## config.mk

```make
export PLATFORM = sky130hd
export DESIGN_NAME = peak_limiter_seq
export DESIGN_NICKNAME = d
export VERILOG_FILES = /design/src/rtl/lim_pkg.sv /design/src/rtl/lim_phase_sel.sv /design/src/rtl/lim_pacer.sv /design/src/rtl/lim_boost_lane.sv /design/src/rtl/lim_att_lane.sv /design/src/rtl/peak_limiter_seq.sv
export SDC_FILE = /design/constraint.sdc
export NUM_CORES = 1
export LEC_CHECK = 0
export BUFFER_PORTS_ARGS = -buffer_cell sky130_fd_sc_hd__buf_2
export CAP_MARGIN = 10
export CORE_ASPECT_RATIO = 0.6
export CORE_UTILIZATION = 50
export CTS_BUF_LIST = sky130_fd_sc_hd__clkbuf_8
export CTS_CLUSTER_DIAMETER = 100
export CTS_CLUSTER_SIZE = 25
export DETAILED_ROUTE_END_ITERATION = 12
export GPL_TIMING_DRIVEN = 0
export HOLD_SLACK_MARGIN = 0.1
export PLACE_DENSITY = 0.72
export REMOVE_ABC_BUFFERS = 1
export SETUP_SLACK_MARGIN = 0.05
export SLEW_MARGIN = 20
export SYNTH_ARGS = -nofsm -noshare
export SYNTH_HDL_FRONTEND = slang
export SYNTH_HIERARCHICAL = 1
export SYNTH_SLANG_ARGS = --single-unit
```

## constraint.sdc

```tcl
create_clock -name clk -period 6.29 [get_ports clk]
set_input_delay 1.258 -clock clk [delete_from_list [all_inputs] [get_ports clk]]
set_output_delay 1.258 -clock clk [all_outputs]
set_load 0.01 [all_outputs]
```

## src/rtl/lim_pkg.sv

```systemverilog
// Package: shared types for the peak limiter gain sequencer.
// Assumes: one limiter instance drives a single bass/treble/attenuation set.
package lim_pkg;

    // Operating phase of the limiter, in order of reduction priority.
    typedef enum logic [2:0] {
        PH_IDLE     = 3'd0,
        PH_CUT_TONE = 3'd1,
        PH_ADD_ATT  = 3'd2,
        PH_REL_ATT  = 3'd3,
        PH_REL_TONE = 3'd4
    } lim_phase_e;

    // True for the phases paced by the attack code.
    function automatic logic is_attack(input lim_phase_e ph);
        return (ph == PH_CUT_TONE) || (ph == PH_ADD_ATT);
    endfunction

endpackage

```

## src/rtl/lim_phase_sel.sv

```systemverilog
// Module: lim_phase_sel
// Picks the operating phase from the sampled clip flag and the current
// effective gains versus the user gains. Purely combinational.
// Assumes: effective values are already within their bounds (see lanes).
module lim_phase_sel
    import lim_pkg::*;
#(
    parameter int BOOST_W   = 4,
    parameter int ATT_W     = 7,
    parameter int NUM_BOOST = 2
) (
    input  logic               en_i,
    input  logic               clip_q_i,
    input  logic [BOOST_W-1:0] boost_q_i    [NUM_BOOST],
    input  logic [BOOST_W-1:0] boost_user_i [NUM_BOOST],
    input  logic [ATT_W-1:0]   att_q_i,
    input  logic [ATT_W-1:0]   att_user_i,
    output lim_phase_e         phase_o
);

    logic any_boost;
    logic boost_low;

    // Summarise the boost lanes: any nonzero, any below its user level.
    always_comb begin
        any_boost = 1'b0;
        boost_low = 1'b0;
        for (int i = 0; i < NUM_BOOST; i++) begin
            if (boost_q_i[i] != '0)
                any_boost = 1'b1;
            if (boost_q_i[i] < boost_user_i[i])
                boost_low = 1'b1;
        end
    end

    // Phase priority: cut tone, add attenuation, release attenuation, release tone.
    always_comb begin
        if (!en_i)
            phase_o = PH_IDLE;
        else if (clip_q_i)
            phase_o = any_boost ? PH_CUT_TONE : PH_ADD_ATT;
        else if (att_q_i > att_user_i)
            phase_o = PH_REL_ATT;
        else if (boost_low)
            phase_o = PH_REL_TONE;
        else
            phase_o = PH_IDLE;
    end

endmodule

```

## src/rtl/lim_pacer.sv

```systemverilog
// Module: lim_pacer
// Step prescaler. Counts sample strobes in the current phase and issues a
// one-cycle tick on every 2^k-th one, where k is the attack code in the
// reduction phases and the release code in the recovery phases. The count
// restarts on any phase change; a strobe arriving in the cycle of the
// change is not counted.
// Assumes: strobes are single-cycle pulses separated by at least one idle cycle.
module lim_pacer
    import lim_pkg::*;
#(
    parameter int RATE_W = 4
) (
    input  logic              clk,
    input  logic              rst_n,
    input  lim_phase_e        phase_i,
    input  logic              strobe_i,
    input  logic [RATE_W-1:0] atk_rate_i,
    input  logic [RATE_W-1:0] rel_rate_i,
    output logic              tick_o
);

    localparam int CNT_W = (1 << RATE_W) - 1;

    lim_phase_e        phase_q;
    logic [CNT_W-1:0]  cnt_q;
    logic [CNT_W-1:0]  limit;
    logic [RATE_W-1:0] rate_sel;
    logic              same_phase;

    // Choose the pacing code and build the 2^k-1 terminal count.
    always_comb begin
        rate_sel   = is_attack(phase_i) ? atk_rate_i : rel_rate_i;
        limit      = ~({CNT_W{1'b1}} << rate_sel);
        same_phase = (phase_i == phase_q);
        tick_o     = strobe_i && same_phase && (phase_i != PH_IDLE) && (cnt_q == limit);
    end

    // Track the phase and count strobes, restarting on each phase change.
    always_ff @(posedge clk) begin
        if (!rst_n) begin
            phase_q <= PH_IDLE;
            cnt_q   <= '0;
        end else if (!same_phase) begin
            phase_q <= phase_i;
            cnt_q   <= '0;
        end else if (strobe_i && (phase_i != PH_IDLE)) begin
            cnt_q <= (cnt_q == limit) ? '0 : cnt_q + 1'b1;
        end
    end

    // a phase change always leaves the counter at zero.
    p_restart_r11: assert property (@(posedge clk) disable iff (!rst_n)
        (phase_i != phase_q) |=> (cnt_q == '0));

endmodule

```

## src/rtl/lim_boost_lane.sv

```systemverilog
// Module: lim_boost_lane
// One tone-boost register. It steps down by one code on attack ticks in the
// cut-tone phase and up by one code on release ticks in the release-tone
// phase, and it is clamped so that it never exceeds the user level.
// Assumes: tick_i is at most one cycle wide per strobe.
module lim_boost_lane
    import lim_pkg::*;
#(
    parameter int BOOST_W = 4
) (
    input  logic               clk,
    input  logic               rst_n,
    input  logic               en_i,
    input  lim_phase_e         phase_i,
    input  logic               tick_i,
    input  logic [BOOST_W-1:0] user_i,
    output logic [BOOST_W-1:0] q_o
);

    logic [BOOST_W-1:0] stepped;
    logic [BOOST_W-1:0] nxt;

    // Apply one step for the current phase, then clamp to the user level.
    always_comb begin
        stepped = q_o;
        if (tick_i && (phase_i == PH_CUT_TONE) && (q_o != '0))
            stepped = q_o - 1'b1;
        else if (tick_i && (phase_i == PH_REL_TONE) && (q_o < user_i))
            stepped = q_o + 1'b1;
        nxt = (stepped > user_i) ? user_i : stepped;
    end

    // Hold the effective boost; follow the user value while disabled.
    always_ff @(posedge clk) begin
        if (!rst_n)
            q_o <= '0;
        else if (!en_i)
            q_o <= user_i;
        else
            q_o <= nxt;
    end

    // the effective boost never exceeds the user level one edge later.
    p_boost_ceiling_r9: assert property (@(posedge clk) disable iff (!rst_n)
        en_i |=> (q_o <= $past(user_i)));

endmodule

```

## src/rtl/lim_att_lane.sv

```systemverilog
// Module: lim_att_lane
// Effective attenuation register. It rises by one code on attack ticks in
// the add-attenuation phase, saturating at the maximum code, and falls by
// one code on release ticks in the release-attenuation phase. It is clamped
// so that it never goes below the user level.
// Assumes: tick_i is at most one cycle wide per strobe.
module lim_att_lane
    import lim_pkg::*;
#(
    parameter int ATT_W = 7
) (
    input  logic             clk,
    input  logic             rst_n,
    input  logic             en_i,
    input  lim_phase_e       phase_i,
    input  logic             tick_i,
    input  logic [ATT_W-1:0] user_i,
    output logic [ATT_W-1:0] q_o
);

    localparam logic [ATT_W-1:0] ATT_MAX = {ATT_W{1'b1}};

    logic [ATT_W-1:0] stepped;
    logic [ATT_W-1:0] nxt;

    // Apply one step for the current phase, then clamp to the user floor.
    always_comb begin
        stepped = q_o;
        if (tick_i && (phase_i == PH_ADD_ATT) && (q_o != ATT_MAX))
            stepped = q_o + 1'b1;
        else if (tick_i && (phase_i == PH_REL_ATT) && (q_o > user_i))
            stepped = q_o - 1'b1;
        nxt = (stepped < user_i) ? user_i : stepped;
    end

    // Hold the effective attenuation; follow the user value while disabled.
    always_ff @(posedge clk) begin
        if (!rst_n)
            q_o <= '0;
        else if (!en_i)
            q_o <= user_i;
        else
            q_o <= nxt;
    end

    // the effective attenuation never falls below the user level.
    p_att_floor_r9: assert property (@(posedge clk) disable iff (!rst_n)
        en_i |=> (q_o >= $past(user_i)));

    // attenuation holds while the tone boost is still being cut.
    p_att_hold_cut_r2: assert property (@(posedge clk) disable iff (!rst_n)
        (en_i && (phase_i == PH_CUT_TONE) && (q_o >= user_i))
        |=> ((q_o == $past(q_o)) || (q_o == $past(user_i))));

endmodule

```

## src/rtl/peak_limiter_seq.sv

```systemverilog
// Module: peak_limiter_seq (top)
// Peak limiter gain sequencer. It samples the clip flag on each strobe,
// selects a phase (cut tone, add attenuation, release attenuation, release
// tone), paces steps with a prescaler and drives the effective gains. While
// disabled, the user gains pass straight through to the outputs.
// Assumes: strobe_i is a one-cycle pulse followed by at least one idle cycle.
module peak_limiter_seq
    import lim_pkg::*;
#(
    parameter int BOOST_W = 4,
    parameter int ATT_W   = 7,
    parameter int RATE_W  = 4
) (
    input  logic               clk,
    input  logic               rst_n,
    input  logic               en_i,
    input  logic               strobe_i,
    input  logic               clip_i,
    input  logic [BOOST_W-1:0] user_bass_i,
    input  logic [BOOST_W-1:0] user_treb_i,
    input  logic [ATT_W-1:0]   user_att_i,
    input  logic [RATE_W-1:0]  atk_rate_i,
    input  logic [RATE_W-1:0]  rel_rate_i,
    output logic [BOOST_W-1:0] bass_o,
    output logic [BOOST_W-1:0] treb_o,
    output logic [ATT_W-1:0]   att_o,
    output logic               done_o
);

    localparam int NUM_BOOST = 2;
    localparam int LANE_BASS = 0;
    localparam int LANE_TREB = 1;

    logic               clip_q;
    lim_phase_e         phase;
    logic               tick;
    logic [BOOST_W-1:0] boost_user [NUM_BOOST];
    logic [BOOST_W-1:0] boost_q    [NUM_BOOST];
    logic [ATT_W-1:0]   att_q;

    // Gather the user boost levels into lane order.
    always_comb begin
        boost_user[LANE_BASS] = user_bass_i;
        boost_user[LANE_TREB] = user_treb_i;
    end

    // Capture the clip flag of each sample on its strobe.
    always_ff @(posedge clk) begin
        if (!rst_n)
            clip_q <= 1'b0;
        else if (strobe_i)
            clip_q <= clip_i;
    end

    lim_phase_sel #(
        .BOOST_W   (BOOST_W),
        .ATT_W     (ATT_W),
        .NUM_BOOST (NUM_BOOST)
    ) u_phase (
        .en_i         (en_i),
        .clip_q_i     (clip_q),
        .boost_q_i    (boost_q),
        .boost_user_i (boost_user),
        .att_q_i      (att_q),
        .att_user_i   (user_att_i),
        .phase_o      (phase)
    );

    lim_pacer #(
        .RATE_W (RATE_W)
    ) u_pacer (
        .clk        (clk),
        .rst_n      (rst_n),
        .phase_i    (phase),
        .strobe_i   (strobe_i),
        .atk_rate_i (atk_rate_i),
        .rel_rate_i (rel_rate_i),
        .tick_o     (tick)
    );

    for (genvar g = 0; g < NUM_BOOST; g++) begin : g_boost
        lim_boost_lane #(
            .BOOST_W (BOOST_W)
        ) u_lane (
            .clk     (clk),
            .rst_n   (rst_n),
            .en_i    (en_i),
            .phase_i (phase),
            .tick_i  (tick),
            .user_i  (boost_user[g]),
            .q_o     (boost_q[g])
        );
    end

    lim_att_lane #(
        .ATT_W (ATT_W)
    ) u_att (
        .clk     (clk),
        .rst_n   (rst_n),
        .en_i    (en_i),
        .phase_i (phase),
        .tick_i  (tick),
        .user_i  (user_att_i),
        .q_o     (att_q)
    );

    // Drive the outputs: pass-through when disabled, limited values otherwise.
    always_comb begin
        bass_o = en_i ? boost_q[LANE_BASS] : user_bass_i;
        treb_o = en_i ? boost_q[LANE_TREB] : user_treb_i;
        att_o  = en_i ? att_q : user_att_i;
        done_o = !clip_q && (bass_o == user_bass_i) && (treb_o == user_treb_i)
                 && (att_o == user_att_i);
    end

    // attenuation only climbs by limiting once both boosts were zero under clip.
    p_att_after_tone_r3: assert property (@(posedge clk) disable iff (!rst_n)
        ($past(en_i) && en_i && (att_q > $past(att_q)) && (att_q > $past(user_att_i)))
        |-> ($past(clip_q) && ($past(boost_q[LANE_BASS]) == '0)
             && ($past(boost_q[LANE_TREB]) == '0)));

    // bass boost holds while attenuation is still being released.
    p_tone_hold_rel_r5: assert property (@(posedge clk) disable iff (!rst_n)
        (en_i && !clip_q && (att_q > user_att_i))
        |=> ((boost_q[LANE_BASS] == $past(boost_q[LANE_BASS]))
             || (boost_q[LANE_BASS] == $past(user_bass_i))));

endmodule

```

==> results summary, run 1 <==
The number of failing hold endpoints at the final stage came out at 0. For this design, the CTS-stage hold fixing added 0 buffers. The area of the core came out at 8100 um2. In this run, CTS created clock tree buffers numbering 5. The area growth from synthesis to layout is 27.0%.

The aggregate global routing overflow came out at 0. After synthesis, the cell types taking the most area are dfxtp_1 16%, ha_1 14%, xor2_1 5.5%. The delay of the slowest critical-path stage is 0.54 ns. The worst hold path belongs to the class reg2reg. In this run the horizontal extent of the chip is 122 um. The die is 73.9 um tall. The number of max-slew violations in the final report came out at 0. The maximum number of buffers from clock root to sink is 2. The CTS sink count is 34. The flow ran to the end, but the final reports show violations. The repair_antennas step left the layout with diodes totalling 0.

The worst relative slew slack is 49.9%. The initial antenna violation count is 0. The per-cell via count in the routed design is 6.30. The routed design has 13600 um of wire. The total leakage power came out at 2.41 nW. By startpoint and endpoint, the worst setup path is classified as in2reg.

VDD sags by at most 0.0945 mV. The number of top-level design ports is 44. The count of warnings emitted by yosys came out at 6. The minimum period implied by the final worst setup slack is 6.71 ns.

The first-pass GRT wire length is 20200 um. After synthesis, the share of flip-flops with an asynchronous set or reset is 0%. The cell that appears most often on the critical path is buf_4. The share of the Yosys chip area taken by registers is 15.8%. The timing-limited maximum frequency is 149 MHz. Of all cell types, the one taking the most synthesized area is dfxtp_1.

Dividing the detail-routed wire length by the instance count gives 19.1 um. The DRC violation count after routing came out at 0. The critical path required time is 6.53 ns. The clock latency on the worst-skew pair came out at 0.31 ns.

The clock-pin transition on the worst setup and hold timing paths came out at 0.08 ns. The clock tree synthesis step divided the H-tree into 2 levels. The cell at the root of the clock tree is clkbuf_8. Setup repair after global routing could not meet its margin everywhere. The post-route netlist has 31.0% of its cells at a drive strength greater than 1. Power spread over the standard cell area amounts to 163 nW/um2. The floorplan die area is 9000 um2. The CTS tree is yes. The final reports fail on setup timing. In the final design database the tool counted 677 nets.

The count of nets left with antenna violations once routing finished came out at 0. Cells fill 67.5% of the core in the end. The final cycle utilization of the critical path came out at 107%.

The fraction of post-synthesis cell area in the top cell type by area is 15.8%. The worst setup path is launched from a primary input. The final setup violation count is 15. The weighted congestion reported at the end of routability-driven placement is 0.889.

The number of iterations in the first detailed-routing pass is 5. The first routing iteration left 485 violations. Data on the critical path arrives at its endpoint at 6.95 ns. Fill cells in the final layout number 626. The total vias in the final route is 4478.

The synthesized area per cell came out at 8.21 um2. In the global route stage, overall resource usage came out at 29.1%. The max-capacitance violation count came out at 0. For this design, the slowest cell found on the critical path is or4b_4. The number of global-route vias before repair came out at 4009. The post-synthesis cell count came out at 525. The worst-case clock skew is 0.00997 ns.

The overall power consumption came out at 0.889 mW. The count of flip-flops with a built-in enable after synthesis came out at 0. The most used flip-flop cell after synthesis is dfxtp_1.

The actual slew at the worst max-slew pin came out at 0.751 ns. The number of synthesized register bits came out at 34. The accumulated negative setup slack is -3.74 ns.

The top fanout value on the critical path is 10. Once the floorplan was initialized, standard cells occupied 53.2% of the core. The netlist area before placement is 4310 um2. In this run the tool buffered the top-level ports with 43 buffer cells.

In this run, distinct cell masters in the synthesized netlist total 81. The number of placement rows came out at 25. After legalization and detailed placement, the total HPWL measured 8720 um.

Setup slack on the critical path of the routed design comes to -0.419 ns. The endpoint kind of the worst setup timing path is a register. The maximum number of pins on one net before global-route repair came out at 30.
==> timing repair <==
action                                  in CTS  in global routing
cloned                                       1                  0
endpoints found under the setup margin      15                 15
pin swaps                                   19                 28
gates resized for setup                     53                 30
setup buffers                               24                 23
==> cell families (layout without fill, tap and decap cells) <==
logic type / Yosys count / count (layout) / share of synthesized area (%)
compound gates: 127 / 127 / 23.0
buf+inv: 64 / 141 / 6.07
xor+xnor: 44 / 44 / 8.95
fa+ha+maj: 47 / 47 / 13.7
mux: 29 / 29 / 7.87
flops: 34 / 34 / 15.8
simple gates: 180 / 181 / 24.7
==> state kept, by name, summed over array words and instances (netlist names) <==
signal	count
u_pacer/cnt_q	15
g_boost.u_lane/q_o	8
u_att/q_o	7
u_pacer/phase_q	3
clip_q	1
==> synth_stat cells (all sizes together) (5+ instances only) <==
master	instances
nand3	14
and2	8
a31oi	5
o211ai	7
nand2	55
o21ai	21
and3	10
mux2i	11
buf	6
a21oi	39
xor2	27
xnor2	17
inv	43
clkbuf	15
and4bb	5
ha	47
mux2	16
a311oi	5
nor4	8
nor3	8
nand3b	5
nand4	12
nand2b	6
nor3b	6
or3	5
dfxtp	34
nor2	20
==> worst max-delay path: cells and delay by family <==
family / cells / cell delay (ns)
adder cells (fa/ha/maj): 2 / 0.57
multiplexers: 2 / 0.68
buffers and inverters: 8 / 0.92
AO/OA/AOI/OAI: 8 / 1.64
AND/OR/NAND/NOR: 7 / 1.86
==> per-stage QoR <==
step                std cells  cell area (um2)  setup WS (ns)  hold WS (ns)
finish                    711             5470         -0.419         0.618
global route              711             5470         -0.419         0.649
CTS                       688             5140         -0.180         0.607
detailed placement        655             4560          -2.30         0.591
global placement          655             4560          -2.21         0.581
floorplan                 504             4210         -0.892         0.549
==> layout make-up <==
type / count / area [um2] / share of cell area, %
Clock buffer: 5 / 68.8 / 1.26
Tap cell: 108 / 135 / 2.47
Multi-Input combinational cell: 428 / 3690 / 67.5
Sequential cell: 34 / 681 / 12.4
Inverter: 43 / 174 / 3.18
Clock inverter: 3 / 68.8 / 1.26
Timing Repair Buffer: 90 / 651 / 11.9
==> final timing paths <==
kind,start,endpoint,slack [ns],cells after the start
worst min-delay path,u_pacer/cnt_q[5]$_SDFFE_PN0P_,u_pacer/cnt_q[5]$_SDFFE_PN0P_,0.62,3
worst max register to register,u_att/q_o[3]$_SDFF_PN0_,u_att/q_o[6]$_SDFF_PN0_,0.04,25
worst max-delay path,user_att_i[6],u_att/q_o[6]$_SDFF_PN0_,-0.42,27
worst min register to register,u_pacer/cnt_q[5]$_SDFFE_PN0P_,u_pacer/cnt_q[5]$_SDFFE_PN0P_,0.62,3
==> per-layer routing <==
metal / track usage [%] / vias to the layer above / routed length [um]
met1: 42.0 / 2125 / 6280
met3: 6.29 / 25 / 1210
met2: 43.4 / 237 / 5880
met5: 0 / - / 0
met4: 7.68 / 0 / 202
li1: - / 2091 / -
==> layout by cell type, fill, tap and decap left out, drive strengths merged, types with 6 or more instances in the layout <==
cell,instances
nand3,14
dfxtp,34
xnor2,17
mux2,16
buf,90
and2,8
nand2b,6
nand2,55
nor2,20
nor4,8
nor3,8
xor2,27
inv,43
o211ai,7
ha,47
nor3b,6
nand4,12
a21oi,39
and3,10
mux2i,11
o21ai,21
==> where the power goes <==
| group | switching (mW) | internal, mW | total, mW |
|---|---|---|---|
| Clock | 0.101 | 0.159 | 0.260 |
| Sequential | 0.0312 | 0.226 | 0.257 |
| Combinational | 0.199 | 0.173 | 0.372 |
| Total | 0.332 | 0.558 | 0.889 |
Note: power is estimated with default switching activity, not from simulation.
==> run 2: changes to the inputs <==
- CORE_UTILIZATION: 50 -> 30
- CTS_CLUSTER_DIAMETER: 100 -> not set
- PLACE_DENSITY: 0.72 -> not set
==> run 2 against run 1 <==
Effect of this change:
- the run still ends with setup timing left
- wire length decreased by 4.5%
- first-iteration DRC count decreased by 62%
- combinational power decreased by 5%
- flip-flop and latch count unchanged
- clock skew increased by 0.0090 ns
- fmax increased by 1.8%
- critical endpoint is now u_att/q_o[5]$_SDFF_PN0_
==> results summary, run 2 (synthesis gave the netlist of run 1 again) <==
The number of global-route vias before repair came out at 4057. The width of the chip came out at 157 um. The worst-case clock skew came out at 0.0190 ns. Dividing the detail-routed wire length by the instance count gives 16.4 um. The critical path required time is 6.50 ns. The fraction of final layout cells with drive strength greater than 1 came out at 30.3%. The top fanout value on the critical path came out at 10.

The number of input and output port buffers inserted is 43. The floorplan die area is 14900 um2. Setup repair after global routing could not meet its margin everywhere. The routed layout has 4284 vias. The leading cell type in the layout, fill and taps excluded is nand2_1. For the pin with the worst max-slew slack, the measured transition is 0.759 ns.

The post-layout net count came out at 671. In the layout the commonest cells are 53 x nand2_1, 40 x buf_4, 38 x inv_1, 38 x ha_1, 37 x a21oi_1. The clock net in this run drives a total of 34 sinks. The largest registers in the layout are u_pacer/cnt_q x15, g_boost.u_lane/q_o x8, u_att/q_o x7. The pre-CTS setup slack came out at -2.38 ns. The run finished, with violations left. The layout overhead on the synthesized area is 26.9%. The minimum period implied by the final worst setup slack came out at 6.59 ns. Global routing used 17.8% of the available tracks across all layers. The routed metal-1 wirelength came out at 6490 um. Across all hold checks on the routed design, the worst slack comes to 0.613 ns. The startpoint of the worst register-to-register path is u_att/q_o[0]$_SDFF_PN0_. The max-capacitance violation count came out at 0. For the worst flop-to-flop path, the logic depth is 26. The startpoint of the most critical hold path is u_pacer/cnt_q[6]$_SDFFE_PN0P_. The maximum number of buffers from clock root to sink came out at 2.

The number of H-tree levels is 2. The data arrival time of the worst path is 6.80 ns. The total leakage power came out at 2.36 nW. The clock latency on the worst-skew pair is 0.31 ns. The initial antenna violation count came out at 0. The first-pass GRT wire length came out at 20700 um. Derived from the worst setup path, the maximum achievable clock frequency is 152 MHz. The delay of the slowest critical-path stage came out at 0.51 ns.

In this run the register-to-register setup slack is 0.11 ns. The checks that failed: setup timing. The slowest stage of the critical path belongs to the cell or4b_4. The final wirelength came out at 13000 um. By startpoint and endpoint, the worst setup path is classified as in2reg. More flip-flops sit in one register than any other, and that register is u_pacer/cnt_q.

The critical path ends at u_att/q_o[5]$_SDFF_PN0_. The number of placed cells counting well taps is 739. The number of max-slew violations in the final report came out at 0. The tree is rooted in a clkbuf_8. Routability-driven placement finished with a final weighted congestion of 0.891. The aggregate global routing overflow came out at 0. The worst reg2reg path endpoint is u_att/q_o[5]$_SDFF_PN0_. The final cycle utilization of the critical path came out at 105%. The y dimension of the die came out at 94.8 um.

The count of antenna-violating nets left after detailed routing came out at 0. The clock-pin transition on the worst setup and hold timing paths is 0.09 ns. The worst relative slew slack came out at 49.4%. The met3 layer wire length in the routed design is 699 um. The area of the core came out at 13800 um2. The maximum vdd drop is 0.0508 mV. The initial core utilization came out at 31.1%. The ratio of total power to cell area came out at 149 nW/um2. The number of design-rule violations left by the first detailed-router iteration is 182. The worst setup path is launched from a primary input. The DRC violation count after routing came out at 0. Setup slack on the critical path of the routed design comes to -0.302 ns. The number of failing hold endpoints at the final stage is 0.

The uppermost layer routed is met4. The floorplan has 33 rows. The total met2 wirelength after detailed routing is 5640 um. The finished layout holds 789 standard cells, fillers aside. After detailed routing, the number of vias per cell comes to 5.43. Entering global routing, the biggest net connects 30 pins.

The number of iterations in the first detailed-routing pass came out at 5. Counting the buffers created by CTS gives 5. TritonCTS built the clock tree.

The number of flip-flops under the largest register name came out at 15. The final setup violation count came out at 15. The overall power consumption is 0.812 mW. The antenna diode count is 0. The worst setup path startpoint is user_att_i[3]. The endpoint kind of the worst setup timing path is a register. The worst hold path belongs to the class reg2reg. The accumulated negative setup slack is -3.21 ns. The number of top-level design ports came out at 44.

Detailed placement finished with a half-perimeter wire length of 9120 um.
run 2: critical path: cells and delay by family:
| family | cells | cell delay [ns] |
|---|---|---|
| compound gates | 11 | 2.15 |
| simple gates | 9 | 2.06 |
| fa+ha+maj | 2 | 0.57 |
| buf+inv | 4 | 0.40 |
| mux | 1 | 0.34 |
run 2: metal layers:
| metal | vias up | GRT usage, % |
|---|---|---|
| li1 | 2088 | - |
| met1 | 2075 | 25.2 |
| met2 | 109 | 28.0 |
| met3 | 12 | 2.85 |
| met4 | 0 | 4.08 |
| met5 | - | 0 |
run 2: area by class of cell:
class | count | area [um2]
fillers | 1403 | 8370
multi-input cells | 427 | 3650
flip-flops and latches | 34 | 681
repair buffers | 85 | 614
well taps | 192 | 240
inverters | 43 | 171
clock buffers | 8 | 110
run 2: timing repair:
action / CTS / global route
setup endpoints to repair: 15 / 15
gates resized for setup: 69 / 11
buffers inserted: 28 / 14
pin swaps: 31 / 18
hold buffers: 0 / 0
run 2: stage by stage:
| stage | area [um2] | utilization (%) |
|---|---|---|
| floorplan | 4210 | - |
| global placement | 4660 | 33.7 |
| detailed placement | 4660 | 33.7 |
| CTS | 5300 | 38.3 |
| global route | 5470 | 39.5 |
| finish | 5470 | 39.5 |
run 2: how the worst min path moves through the flow:
stage	slack [ns]	end	cells past startpoint
6_report	0.61	u_pacer/cnt_q[6]$_SDFFE_PN0P_	3
3_5_place_dp	0.59	u_pacer/cnt_q[6]$_SDFFE_PN0P_	3
4_1_cts	0.60	u_pacer/cnt_q[6]$_SDFFE_PN0P_	3
3_3_place_gp	0.58	u_pacer/cnt_q[6]$_SDFFE_PN0P_	3
2_1_floorplan	0.55	clip_q$_SDFFE_PN0P_	2
5_1_grt	0.65	u_pacer/cnt_q[5]$_SDFFE_PN0P_	3
run 2: report_power, final:
| group | total (mW) | switching [mW] | internal, mW |
|---|---|---|---|
| Combinational | 0.354 | 0.187 | 0.167 |
| Sequential | 0.257 | 0.0310 | 0.226 |
| Clock | 0.202 | 0.0908 | 0.111 |
| Total | 0.812 | 0.309 | 0.503 |
